`src/rtl/extrst_pkg.sv`:
```
`timescale 1ns/1ps
package extrst_pkg;
    localparam int REG_W   = 32;
    localparam int KEY_LSB = 24;
    localparam int POL_BIT = 31;
    localparam int DRV_BIT = 30;

    localparam logic [7:0] KEY_POL_HIGH = 8'hA5;
    localparam logic [7:0] KEY_POL_LOW  = 8'h5A;
    localparam logic [7:0] KEY_DRV_PUSH = 8'hA8;
    localparam logic [7:0] KEY_DRV_OPEN = 8'h8A;

    typedef enum logic {
        ST_IDLE,
        ST_ACTIVE
    } pulse_state_e;

    typedef struct packed {
        logic active_high;
        logic push_pull;
    } pin_mode_t;
endpackage

```
`src/rtl/extrst_cfg_reg.sv`:
```
`timescale 1ns/1ps
module extrst_cfg_reg
    import extrst_pkg::*;
#(
    parameter int              DUR_W   = 20,
    parameter logic [DUR_W-1:0] DUR_RST = 'hFF
) (
    input  logic              clk,
    input  logic              rst_n,
    input  logic              wr_en,
    input  logic [REG_W-1:0]  wdata,
    output logic [DUR_W-1:0]  dur_o,
    output pin_mode_t         mode_o,
    output logic [REG_W-1:0]  rdata_o
);
    localparam int GAP_W = KEY_LSB - DUR_W;

    logic [DUR_W-1:0] dur_q;
    pin_mode_t        mode_q;
    logic [7:0]       key;

    assign key = wdata[REG_W-1:KEY_LSB];

    logic unused_gap;
    assign unused_gap = ^wdata[KEY_LSB-1:DUR_W];

    always_ff @(posedge clk or negedge rst_n) begin
        if (!rst_n) begin
            dur_q  <= DUR_RST;
            mode_q <= '0;
        end else if (wr_en) begin
            dur_q <= wdata[DUR_W-1:0];
            case (key)
                KEY_POL_HIGH: mode_q.active_high <= 1'b1;
                KEY_POL_LOW:  mode_q.active_high <= 1'b0;
                KEY_DRV_PUSH: mode_q.push_pull   <= 1'b1;
                KEY_DRV_OPEN: mode_q.push_pull   <= 1'b0;
                default:      mode_q             <= mode_q;
            endcase
        end
    end

    always_comb begin
        rdata_o                 = '0;
        rdata_o[DUR_W-1:0]      = dur_q;
        rdata_o[POL_BIT]        = mode_q.active_high;
        rdata_o[DRV_BIT]        = mode_q.push_pull;
    end

    assign dur_o  = dur_q;
    assign mode_o = mode_q;

    if (GAP_W < 0) begin : g_bad_width
        initial $error("DUR_W must not exceed the key byte position");
    end
endmodule

```
`src/rtl/extrst_pulse_fsm.sv`:
```
`timescale 1ns/1ps
module extrst_pulse_fsm
    import extrst_pkg::*;
#(
    parameter int DUR_W = 20
) (
    input  logic             clk,
    input  logic             rst_n,
    input  logic             trig,
    input  logic             tick,
    input  logic [DUR_W-1:0] dur,
    output logic             pulse_on,
    output logic [DUR_W-1:0] remain
);
    pulse_state_e     state_q, state_d;
    logic [DUR_W-1:0] remain_q, remain_d;

    // next-state and counter
    always_comb begin
        state_d  = state_q;
        remain_d = remain_q;
        unique case (state_q)
            ST_IDLE: begin
                if (trig) begin                 // START
                    state_d  = ST_ACTIVE;
                    remain_d = dur;
                end
            end
            ST_ACTIVE: begin
                if (tick) begin
                    if (remain_q == '0) begin   // EXPIRE
                        state_d = ST_IDLE;
                    end else begin              // COUNT
                        remain_d = remain_q - 1'b1;
                    end
                end
            end
        endcase
    end

    // state register
    always_ff @(posedge clk or negedge rst_n) begin
        if (!rst_n) begin
            state_q  <= ST_IDLE;
            remain_q <= '0;
        end else begin
            state_q  <= state_d;
            remain_q <= remain_d;
        end
    end

    // outputs
    always_comb begin
        pulse_on = (state_q == ST_ACTIVE);
        remain   = remain_q;
    end
endmodule

```
`src/rtl/extrst_pin_drv.sv`:
```
`timescale 1ns/1ps
module extrst_pin_drv
    import extrst_pkg::*;
(
    input  logic      pulse_on,
    input  pin_mode_t mode,
    output logic      pin_out,
    output logic      pin_oe
);
    always_comb begin
        pin_out = pulse_on ? mode.active_high : ~mode.active_high;
        pin_oe  = mode.push_pull | pulse_on;
    end
endmodule

```
`src/rtl/extrst_pulse_gen.sv`:
```
`timescale 1ns/1ps
module extrst_pulse_gen
    import extrst_pkg::*;
#(
    parameter int               DUR_W   = 20,
    parameter logic [DUR_W-1:0] DUR_RST = 'hFF
) (
    input  logic        clk,
    input  logic        rst_n,
    input  logic        cfg_wr_en,
    input  logic [31:0] cfg_wdata,
    output logic [31:0] cfg_rdata,
    input  logic        trig,
    input  logic        tick_1us,
    output logic        pin_out,
    output logic        pin_oe
);
    logic [DUR_W-1:0] dur;
    pin_mode_t        mode;
    logic             pulse_on;
    logic [DUR_W-1:0] remain;

    extrst_cfg_reg #(.DUR_W(DUR_W), .DUR_RST(DUR_RST)) u_cfg (
        .clk     (clk),
        .rst_n   (rst_n),
        .wr_en   (cfg_wr_en),
        .wdata   (cfg_wdata),
        .dur_o   (dur),
        .mode_o  (mode),
        .rdata_o (cfg_rdata)
    );

    extrst_pulse_fsm #(.DUR_W(DUR_W)) u_fsm (
        .clk      (clk),
        .rst_n    (rst_n),
        .trig     (trig),
        .tick     (tick_1us),
        .dur      (dur),
        .pulse_on (pulse_on),
        .remain   (remain)
    );

    extrst_pin_drv u_pin (
        .pulse_on (pulse_on),
        .mode     (mode),
        .pin_out  (pin_out),
        .pin_oe   (pin_oe)
    );
endmodule

```
`config.mk`:
```
export PLATFORM = sky130hd
export DESIGN_NAME = extrst_pulse_gen
export DESIGN_NICKNAME = d
export VERILOG_FILES = /design/src/rtl/extrst_pkg.sv /design/src/rtl/extrst_cfg_reg.sv /design/src/rtl/extrst_pulse_fsm.sv /design/src/rtl/extrst_pin_drv.sv /design/src/rtl/extrst_pulse_gen.sv
export SDC_FILE = /design/constraint.sdc
export NUM_CORES = 1
export LEC_CHECK = 0
export ABC_AREA = 0
export BUFFER_PORTS_ARGS = -buffer_cell sky130_fd_sc_hd__buf_2
export CAP_MARGIN = 20
export CORE_MARGIN = 4
export CORE_UTILIZATION = 50
export CTS_BUF_LIST = sky130_fd_sc_hd__clkbuf_16
export CTS_CLUSTER_SIZE = 20
export DETAILED_ROUTE_END_ITERATION = 12
export PLACE_DENSITY_LB_ADDON = 0.3
export SYNTH_ARGS = -nofsm -noshare
export SYNTH_HDL_FRONTEND = slang
export SYNTH_SLANG_ARGS = --single-unit
```
`constraint.sdc`:
```
create_clock -name clk -period 6.2 [get_ports clk]
set_clock_uncertainty 0.1 [all_clocks]
set_input_delay 0 -clock clk [delete_from_list [all_inputs] [get_ports clk]]
set_output_delay 0 -clock clk [all_outputs]
set_load 0.02 [all_outputs]
```
---- Word level (Yosys, flattened, before mapping) ----
Index checks and enable logic that the tools add are counted.
W data, S select, Z words.
storage, ports and cells
  register bits after elaboration ......... 43
  input bits .............................. 37
  output and inout bits ................... 34
  word-level logic and storage cells ...... 33
operators by class
  equal/unequal tests ..................... 7
  muxes and demuxes ....................... 11
  reduce and logical (&&, ||, !) cells .... 6
  bitwise gates (word level) .............. 3
  add/subtract/negate cells ............... 1
operators with widths
  kind                     number
  $mux W20                 3
  $pmux W20 S2             1
  $eq A8 B8 Y1 const B     3
  $logic_not A20 Y1        1
  $sub A20 B1 Y20 const B  1
  $eq A8 B7 Y1 const B     1
  $ne A2 B2 Y1 const B     3
  $pmux W1 S2              3
  $mux W1                  4
  $reduce_and A2 Y1        2
  $reduce_bool A2 Y1       2
  $reduce_and A3 Y1        1
  $not A1 Y1               2
  $or A1 B1 Y1             1

---- Depth between registers and ports, before layout ----
Gate-level depths: netlist of run 1.
  depth in word-level cells ............... 4
  depth in mapped cells ................... 8
  mapped depth without buffers ............ 7

---- Cells and area by module ----
Synthesis of run 1 repeated with hierarchy kept, for this count alone.
unflattened totals
  cells, all modules ...................... 248
  area, all modules ....................... 2571.2 um2
modules (own cells, without submodules)
  module            cells an instance  seq. area each (um2)  times used  area each (um2)
  extrst_pulse_fsm  159                525.5                 1           1425.1
  extrst_cfg_reg    87                 560.5                 1           1131.1
  extrst_pin_drv    2                  0.0                   1           15.0

---- Worst setup path before layout of run 1 ----
No wires, ideal clock.
  kind .................................... flip-flop to flip-flop
  start point ............................. register u_fsm.remain_q[0] (netlist: u_fsm.remain[0])
  end point ............................... register u_fsm.remain_q[18] (netlist: u_fsm.remain[18])
  cell stages (with the launch flop) ...... 8
  path slack .............................. 3.628 ns
  path buffers ............................ 0
  data required time ...................... 5.968 ns
  library setup time ...................... 0.132 ns
  clock period less this slack ............ 2.572 ns
  arrival ................................. 2.341 ns
  cells stage by stage .................... dfrtp_1 -> inv_1 -> ha_1 -> or3b_2 -> or3_2 -> or4_4 -> o311ai_2 -> o21ai_1
on the way
  longest elaborated chain between the ends .. 4
  elaborated cells on any way between the ends .. 7
  classes of those cells .................. 1 x add/sub; 1 x eq/ne; 3 x mux; 2 x reduce/logical
RTL lines
  element                   RTL line                text
  start: declaration        extrst_pulse_fsm.sv:16  logic [DUR_W-1:0] remain_q, remain_d;
  start signal: assignment  extrst_pulse_fsm.sv:48  remain_q <= remain_d;
  $sub A20 B1 Y20           extrst_pulse_fsm.sv:34  remain_d = remain_q - 1'b1;
  $mux W20                  extrst_pulse_fsm.sv:31  if (remain_q == '0) begin
  $mux W20                  extrst_pulse_fsm.sv:30  if (tick) begin
  $pmux W20 S2              extrst_pulse_fsm.sv:22  unique case (state_q)
Several ways; a longest one is shown, not always the timed one. The select of a mux whose other input is x is not followed.
A chain may end at the register's enable or synchronous reset.

---- Final worst setup path of run 1 ----
Same ends and word-level chain as after synthesis.

==> results of run 1 <==
-- cell type report --
type,instances,area share [%]
Clock buffer,5,4.11
Inverter,5,0.617
Sequential cell,43,35.7
Multi-Input combinational cell,183,38.9
Clock inverter,2,0.247
Timing Repair Buffer,84,18.3
Tap cell,52,2.14
-- metal layers --
metal  part of all wire, %  wire length (µm)  vias to the layer above  global-route usage (%)
met2                    48              2760                       86                    32.0
li1                      -                 -                     1036                       -
met4                   1.7                97                        0                    7.30
met1                    44              2530                     1018                    27.2
met3                   7.0               407                       11                    3.82
met5                     0                 0                        -                       0
-- cells in the final DEF, fill, tap and decap left out, types with 2 or more instances in the layout --
| cell type | instances |
|---|---|
| o22ai_1 | 8 |
| nor4_1 | 5 |
| buf_2 | 56 |
| conb_1 | 10 |
| or4_4 | 2 |
| o211ai_1 | 3 |
| mux2_2 | 19 |
| o21ai_0 | 15 |
| nor4bb_1 | 2 |
| nor2_1 | 13 |
| nor2b_1 | 5 |
| dfrtp_1 | 35 |
| dfstp_2 | 8 |
| o21a_1 | 2 |
| mux2i_1 | 7 |
| nand2b_1 | 2 |
| ha_1 | 2 |
| nor3b_1 | 3 |
| nand2_1 | 22 |
| o31a_1 | 2 |
| a21oi_1 | 20 |
| clkbuf_16 | 5 |
| and3_1 | 2 |
| nand3_1 | 7 |
| a2bb2oi_1 | 2 |
| nor3_1 | 6 |
| dlygate4sd3_1 | 27 |
| a31oi_1 | 3 |
| nand4_1 | 3 |
| inv_1 | 7 |
-- cells in the mapped netlist, types with 2 or more instances --
cell       instances  share of area [%]
dfrtp_1           35                 36
nand2_1           22                3.4
a21oi_1           20                4.2
mux2_2            19                8.9
o21ai_0           15                3.1
nor2_1            13                2.0
buf_4             11                3.4
dfstp_2            8                8.7
o22ai_1            8                2.1
mux2i_1            7                2.9
nand3_1            7                1.5
clkbuf_1           6               0.94
nor3_1             6                1.2
inv_1              5               0.78
nor2b_1            5                1.3
nor4_1             5                1.3
a31oi_1            3               0.78
nand4_1            3               0.78
nor3b_1            3               0.94
o211ai_1           3               0.94
a2bb2oi_1          2               0.73
and3_1             2               0.52
buf_6              2               0.94
ha_1               2                1.0
nand2b_1           2               0.52
nor4bb_1           2               0.83
o21a_1             2               0.62
o31a_1             2               0.73
or4_4              2               0.94
-- critical path, cell delays in order, from the launching register on --
cell and delay (ps):
dfrtp_1 400, inv_1 130, ha_1 210, or3b_2 490, or3_2 500, or4_4 460
o311ai_2 260, o21ai_1 90
-- logic make-up (layout without fill, tap and decap cells) --
group,after synthesis,count (layout)
adders and majority gates,2,2
xor gates and xnor gates,1,1
DFF,43,43
other,1,10
buffers and inverters,28,96
muxes,26,26
AOI/OAI and AO/OA,63,63
and+or+nand+nor,81,81
-- registers in the layout (all words and copies together) (netlist names) --
name,flops
u_fsm.pulse_on,1
u_cfg.mode_o,2
u_cfg.dur_o,20
u_fsm.remain,20
-- stage by stage --
| step | instances | area (µm²) |
|---|---|---|
| global route | 374 | 3040 |
| CTS | 374 | 3040 |
| floorplan | 254 | 2440 |
| finish | 374 | 3040 |
| detailed placement | 340 | 2640 |
| global placement | 340 | 2640 |
-- power by group through the flow --
stage / Clock (µW) / Combinational (µW) / Sequential (µW)
after floorplan: 0 / 147 / 387
after global placement: 0 / 182 / 392
after detailed placement: 0 / 188 / 393
after CTS: 248 / 202 / 391
after global routing: 260 / 227 / 401
final: 243 / 202 / 391
-- final timing paths --
check,from,endpoint,slack [ps]
worst max-delay path,u_fsm.remain[0],u_fsm.remain[18],3440
worst min-delay path,trig,u_fsm.remain[17],60
worst max register to register,u_fsm.remain[0],u_fsm.remain[18],3440
worst min register to register,u_cfg.dur_o[1],u_cfg.dur_o[1],410
max in group asynchronous,rst_n,u_fsm.remain[7],5090
min in group asynchronous,rst_n,u_cfg.mode_o[1],310
==> summary.txt, run 1 <==
Worst setup path
  • Kind of critical path: reg -> reg
  • Crit end category: register
  • CP startpoint kind: register
  • CP Max Fanout: 5
  • Worst EP arrival: approximately 2800 ps
  • Worst Reg2Reg Path Length in Cells: 7
  • CP required: ~6300 ps

Logic synthesis
  • Largest family of logic cells by synthesized area: simple AND/OR/NAND/NOR gates
  • Syn avg cell area: around 9.8 µm²
  • Ys flop type: dfrtp_1
  • Mapped cell area: 2400 µm²
  • Netlist cell types: between 50 and 60
  • Post-synthesis xor/xnor area fraction: less than 1%
  • Synth Warn #: 0
  • Compound-Gate Fraction of Synth Area: 16.1%
  • Synthesized flop and latch total: 43
  • Seq/Total Area, Yosys: between 40% and 50%
  • Post-synthesis simple-gate area fraction: a little under a fifth
  • Post-synth ARST share: between 90% and 100%
  • Gate Count Post-Synth: ~250
  • Adder-Cell Fraction of Synth Area: 1.04%
  • Post-synthesis mux area share: 11.8%
  • Post-synth EDFFs: 0

Clocking
  • Num CTS Buffers: 5
  • CTS Sinks: 43
  • Root Buffer: clkbuf_16
  • TritonCTS clock tree: built
  • Longest Clk Path Bufs: 2
  • Hold-fix buffers, CTS: 27
  • Worst-path clk slew: around 60 ps
  • Setup fix buffers added after clock tree synthesis: 0
  • Clock Latency Late Sink: roughly 280 ps
  • Post-cts gate resize count: 0
  • H-tree levels: 2

Timing
  • Slew @ Worst Pin: approximately 950 ps
  • Hold_ws: 60.9 ps
  • Final Critical Period: 2760 ps
  • Final hold vios: 0
  • RSZ-0062 raised after global routing: no
  • Setup TNS: 0 ps
  • Setup ws final: around 3400 ps
  • Tcrit/Tclk final: between 40% and 50%
  • FMAX: 363 MHz
  • Setup violators final: 0
  • Max Slew Vio Count: 0
  • Max_slew headroom: 36.4%

Detailed routing
  • DR iter-0 viols: between 150 and 200
  • Detailed Route WL: 5790 µm
  • DRT antenna net count: 0
  • Via count: approximately 2200
  • # DRC: 0
  • Vias/cell: between 5 and 6
  • Wire length per cell: between 15 and 20 µm
  • DR pass1 iterations: 4

Power and ir drop
  • P_sw: roughly 270 µW
  • Gate power share: 24.2%
  • Switching Fraction: approximately a third
  • Worst IR Drop VDD: 152 µV
  • Pint: around 570 µW
  • Clock power frac: just under 30%
  • P_leak: 0.00136 µW
  • Final Power: approximately 840 µW
  • Sequential share of power: 46.7%
  • Pwr per Cell Area: about 270 nW/µm²

Floorplanning
  • Die area: 5980 µm²
  • # IOs: slightly above 70
  • Starting Density: a little over half
  • Die X: 77.4 µm
  • Core ar.: around 4500 µm²
  • Die height: just under 80 µm
  • Row cnt: 24

Cells and area
  • Number of diodes: 0
  • Number of fill cells: ~360
  • Area occupied by multi-input gates: 1180 µm²
  • Share of cells above drive strength 1: about 30%
  • Core Util, Final: roughly two thirds
  • Area growth from synthesis to layout: 26.6%
  • Nets: about 360
  • Register Area: roughly 1100 µm²

Placed design
  • Buffers on Ports: 56
  • Post-detail-place hpwl: about 3600 µm
  • Global placer's final weighted congestion: 0.870
  • Dpl ws: around 3500 ps

Worst hold path
  • Worst Hold Class: in -> reg
  • Hold path depth: 3

Global routing
  • First-pass GRT wire length: about 9800 µm
  • Remaining global-route overflow: 0
  • Initial antenna violation count: 0
  • Number of global-route vias before repair: a little over 2000
  • Largest net degree at the start of global routing: 55
  • Total GRT Usage: roughly a fifth

Status
  • Status: complete, no violations

Flow run
  • Max cap viols: 0
No activity file was read; power rests on OpenSTA's default activity.
==> run 2, diff against run 1 <==
--- a/config.mk
+++ b/config.mk
@@ -9,7 +9,7 @@
 export BUFFER_PORTS_ARGS = -buffer_cell sky130_fd_sc_hd__buf_2
 export CAP_MARGIN = 20
 export CORE_MARGIN = 4
-export CORE_UTILIZATION = 50
+export CORE_UTILIZATION = 47
 export CTS_BUF_LIST = sky130_fd_sc_hd__clkbuf_16
 export CTS_CLUSTER_SIZE = 20
 export DETAILED_ROUTE_END_ITERATION = 12
==> constraint.sdc (replaced) <==
create_clock -name clk -period 2.4 [get_ports clk]
set_clock_uncertainty 0.1 [all_clocks]
set_input_delay 0 -clock clk [delete_from_list [all_inputs] [get_ports clk]]
set_output_delay 0 -clock clk [all_outputs]
set_load 0.02 [all_outputs]
==> summary.txt, run 2 (synthesis results as in run 1) <==
Status
  • Status: finished, violations left
  • Violated checks: setup timing

Power and ir drop
  • Clock power frac: 31.3%
  • Sequential share of power: 42.4%
  • Pint: 1650 µW
  • Pwr per Cell Area: between 700 and 800 nW/µm²
  • Worst IR Drop VDD: 410 µV
  • P_sw: around 750 µW
  • Gate power share: a little over a quarter
  • P_leak: 0.00149 µW
  • Switching Fraction: between 30% and 40%

Cells and area
  • Most common cell after layout, fill and taps aside: buf_2
  • Final instance area: around 3300 µm²
  • Fin cells: about 410
  • Share of cells above drive strength 1: between 30% and 40%
  • Area growth from synthesis to layout: 36.6%
  • Number of diodes: 0
  • Commonest cells after routing, fill and taps aside: buf_2, dfrtp_1, dlygate4sd3_1
  • Nets: 382
  • Core Util, Final: 67.8%

Worst setup path
  • RR Endpoint: u_fsm.remain[18]
  • Worst Reg2Reg Path Length in Cells: 5
  • CP startpoint kind: register
  • CP Cell Sequence: or4_4, or3_4, or4_4, o311ai_4, o21ai_1
  • Critical path's most frequent cell: or4_4
  • Max stage delay on crit path: around 540 ps
  • CP bufs+invs: 0
  • R2r setup slk: -10 ps
  • Crit end category: register
  • Worst EP arrival: around 2500 ps
  • Critical R2R Launch: u_fsm.remain[12]
  • CP required: between 2000 and 2500 ps
  • Critical-path top delay cell: or4_4
  • CP delay by family, top: simple AND/OR/NAND/NOR gates
  • Kind of critical path: reg -> reg
  • CP Max Fanout: 5

Detailed routing
  • DR pass1 iterations: 4
  • Met1 wire length: 2600 µm
  • Wire length per cell: 15.0 µm
  • Via count: ~2300
  • DRT antenna net count: 0
  • Vias/cell: about 5.5
  • DR iter-0 viols: about 170
  • Detailed Route WL: a little over 6000 µm
  • Met2 Routed Length: 3130 µm
  • Top Layer Used: met4
  • # DRC: 0
  • Metal3 WL: around 350 µm

Worst hold path
  • Hold path startpoint: cfg_wr_en
  • Hold path depth: 4
  • Hold EP: u_cfg.dur_o[1]
  • Worst Hold Class: in -> reg

Timing
  • Max_slew headroom: between 30% and 40%
  • Setup ws final: -9.78 ps
  • Tcrit/Tclk final: 100%
  • Final Critical Period: roughly 2400 ps
  • Slew @ Worst Pin: just under 1000 ps
  • Setup violators final: 1
  • Final hold vios: 0
  • RSZ-0062 raised after global routing: yes
  • Max Slew Vio Count: 0
  • FMAX: around 410 MHz

Placed design
  • Dpl ws: -14.3 ps
  • Buffers on Ports: 56
  • Post-detail-place hpwl: ~4200 µm
  • Post-DP Area: 2810 µm²
  • Global placer's final weighted congestion: around 0.9
  • Placed cell count: ~370

Global routing
  • First-pass GRT wire length: ~11000 µm
  • Remaining global-route overflow: 0
  • Largest net degree at the start of global routing: 44
  • Initial antenna violation count: 0
  • Number of global-route vias before repair: about 2300
  • Total GRT Usage: 20.8%

Floorplanning
  • # IOs: ~70
  • Die X: 79.5 µm
  • Row cnt: 25
  • Starting Density: about 50%
  • Core ar.: between 4000 and 5000 µm²
  • Die height: 79.5 µm
  • Die area: between 6000 and 7000 µm²

Clocking
  • Num CTS Buffers: 5
  • CTS Sinks: 43
  • H-tree levels: 2
  • Root Buffer: clkbuf_16
  • Longest Clk Path Bufs: 2
  • TritonCTS clock tree: built
  • Worst-path clk slew: ~60 ps
  • Clock Latency Late Sink: approximately 280 ps

Flow run
  • Max cap viols: 0
## run 2: cell count changes in the layout (fill, tap and decap cells not counted), sizes merged
cell | before | now
buf | 57 | 78
clkinv | 0 | 2
bufinv | 0 | 1
inv | 7 | 5
## run 2: power groups by stage
stage	combinational, µW	sequential, µW	clock, µW
floorplan	383	1000	0
global placement	543	1020	0
detailed placement	566	1020	0
CTS	607	1010	761
global route	693	1040	794
finish	631	1020	752
## run 2: worst max path at each step
stage | slack (ps) | start | end | cells past startpoint
floorplan | 3 | u_fsm.remain[12] | u_fsm.remain[18] | 6
global placement | 50 | u_fsm.remain[0] | u_fsm.remain[18] | 7
detailed placement | -10 | u_fsm.remain[0] | u_fsm.remain[18] | 7
CTS | 2 | u_fsm.remain[12] | u_fsm.remain[18] | 5
global route | -60 | u_fsm.remain[1] | u_fsm.remain[18] | 7
finish | -10 | u_fsm.remain[12] | u_fsm.remain[18] | 5
## run 2: per-stage QoR
step	hold slack, ps	power (µW)	setup TNS [ps]
floorplan	-396	1380	0
global placement	97.9	1560	0
detailed placement	97.8	1590	-22.8
CTS	112	2380	0
global route	142	2530	-93.4
finish	108	2400	-9.78
## run 2: tightest hold or removal path: stages
cell and delay [ps]:
buf_2 110, buf_4 220, nand2_1 80, o21ai_0 70
## run 2: repair_timing
item                                    in CTS  in global routing
hold buffers                                27                  0
gates resized for setup                      1                  1
endpoints found under the setup margin       2                  2
pin swaps                                    3                  0
setup buffers                                1                  2
endpoints found under the hold margin       58                  0
## run 2: final cells by class
class,instances,area [µm²]
multi-input cells,183,1200
fillers,358,1560
flip-flops and latches,43,1090
well taps,67,83.8
inverters,5,18.8
repair buffers,105,728
clock buffers,5,125
clock inverters,3,38.8
## run 2: metal layers
metal  track usage [%]  vias up
met5                 0        -
met4              7.22        0
met3              4.51        8
met2              35.2       83
met1              26.0     1102
li1                  -     1081
==> run 3, diff against run 2 <==
--- a/config.mk
+++ b/config.mk
@@ -7,7 +7,6 @@
 export LEC_CHECK = 0
 export ABC_AREA = 0
 export BUFFER_PORTS_ARGS = -buffer_cell sky130_fd_sc_hd__buf_2
-export CAP_MARGIN = 20
 export CORE_MARGIN = 4
 export CORE_UTILIZATION = 47
 export CTS_BUF_LIST = sky130_fd_sc_hd__clkbuf_16
@@ -17,3 +16,4 @@
 export SYNTH_ARGS = -nofsm -noshare
 export SYNTH_HDL_FRONTEND = slang
 export SYNTH_SLANG_ARGS = --single-unit
+export TNS_END_PERCENT = 5
==> summary.txt, run 3 (synthesis results as in run 1) <==
Worst setup path
  • CP Max Fanout: 5
  • Crit end category: register
  • RR Endpoint: u_fsm.remain[18]
  • R2r setup slk: -10 ps
  • Worst Reg2Reg Path Length in Cells: 5
  • Worst Setup SP: u_fsm.remain[12]
  • Critical R2R Launch: u_fsm.remain[12]
  • CP required: 2460 ps
  • CP startpoint kind: register
  • Kind of critical path: reg -> reg
  • Worst EP arrival: about 2500 ps

Floorplanning
  • Row cnt: 25
  • Die height: about 80 µm
  • Starting Density: about half
  • Core ar.: 4850 µm²
  • # IOs: between 70 and 80
  • Die X: around 80 µm
  • Die area: 6330 µm²

Cells and area
  • Area growth from synthesis to layout: 36.6%
  • Number of diodes: 0
  • Share of cells above drive strength 1: roughly a third
  • Fin cells: 411
  • Commonest cells after routing, fill and taps aside: buf_2, dfrtp_1, dlygate4sd3_1
  • Nets: around 380
  • Core Util, Final: between 60% and 70%
  • Most common cell after layout, fill and taps aside: buf_2
  • Number of fill cells: around 360

Timing
  • Final hold vios: 0
  • Tcrit/Tclk final: 100%
  • Setup violators final: 1
  • Max_slew headroom: approximately 36%
  • FMAX: 415 MHz
  • RSZ-0062 raised after global routing: yes
  • Final Critical Period: roughly 2400 ps
  • Slew @ Worst Pin: about 960 ps
  • Setup ws final: -9.59 ps
  • Max Slew Vio Count: 0
  • Setup TNS: -9.59 ps

Detailed routing
  • Vias/cell: approximately 5.5
  • DR iter-0 viols: 180
  • DR pass1 iterations: 4
  • # DRC: 0
  • Via count: ~2200
  • Wire length per cell: around 15 µm
  • DRT antenna net count: 0
  • Detailed Route WL: slightly above 6000 µm

Clocking
  • Num CTS Buffers: 5
  • Worst-path clk slew: about 60 ps
  • Clock Latency Late Sink: roughly 280 ps
  • TritonCTS clock tree: built
  • Longest Clk Path Bufs: 2
  • Root Buffer: clkbuf_16
  • H-tree levels: 2
  • CTS Sinks: 43

Global routing
  • Initial antenna violation count: 0
  • Total GRT Usage: between 20% and 30%
  • Remaining global-route overflow: 0
  • Number of global-route vias before repair: 2290
  • First-pass GRT wire length: roughly 11000 µm
  • Largest net degree at the start of global routing: between 40 and 50

Status
  • Violated checks: setup timing
  • Status: finished, violations left

Power and ir drop
  • Final Power: 2400 µW
  • Worst IR Drop VDD: approximately 400 µV
  • Pwr per Cell Area: ~730 nW/µm²
  • P_leak: 0.00149 µW

Placed design
  • Post-detail-place hpwl: around 4200 µm
  • Buffers on Ports: 56
  • Placed cell count: 373
  • Global placer's final weighted congestion: 0.897
  • Dpl ws: -14.3 ps

Worst hold path
  • Worst Hold Class: in -> reg
  • Hold EP: u_cfg.dur_o[1]
  • Hold path depth: 4
  • Hold path startpoint: cfg_wr_en

Flow run
  • Max cap viols: 0
-- run 3: cell type report --
cell class              count  area, µm²  area share [%]
inverters                   5       18.8           0.571
repair buffers            105        728            22.2
clock inverters             3       38.8            1.18
clock buffers               5        125            3.81
well taps                  67       83.8            2.55
multi-input cells         183       1200            36.7
flip-flops and latches     43       1090            33.1
-- run 3: how the worst max path moves through the flow --
stage                            end  slack, ps  depth (start not counted)
global placement    u_fsm.remain[18]         50                          7
floorplan           u_fsm.remain[18]          3                          6
global route        u_fsm.remain[18]        -60                          7
finish              u_fsm.remain[18]        -10                          5
CTS                 u_fsm.remain[18]          2                          5
detailed placement  u_fsm.remain[18]        -10                          7
-- run 3: routing by layer --
metal | global-route usage [%] | part of all wire (%) | routed length [µm] | up-vias
met5 | 0 | 0 | 0 | -
li1 | - | - | - | 1078
met3 | 4.51 | 5.7 | 348 | 10
met2 | 35.2 | 51 | 3120 | 76
met4 | 7.22 | 1.4 | 84 | 0
met1 | 26.0 | 42 | 2570 | 1079
-- run 3: report_power, final --
group / internal (µW) / total, µW / switching [µW] / leakage, µW
Sequential: 857 / 1020 / 159 / 0.000505
Combinational: 305 / 629 / 324 / 0.000904
Clock: 485 / 753 / 268 / 0.0000812
Total: 1650 / 2400 / 752 / 0.00149
-- run 3: through the flow --
stage,instance area (µm²),hold slack (ps)
final,3290,106
after floorplan,2450,-396
after global placement,2810,97.9
after global routing,3290,142
after detailed placement,2810,97.8
after CTS,3260,112
-- run 3: repair_timing --
action | in CTS | in global routing
setup endpoints to repair | 2 | 2
endpoints found under the hold margin | 58 | 0
pin swaps | 3 | 0
buffers inserted | 1 | 2
gates resized for setup | 1 | 1
hold buffers | 27 | 0
-- run 3: critical path: stages, from the launching register on --
cell and delay (ps):
dfrtp_1 370, or4_4 540, or3_4 380, or4_4 530, o311ai_4 270, o21ai_1 100
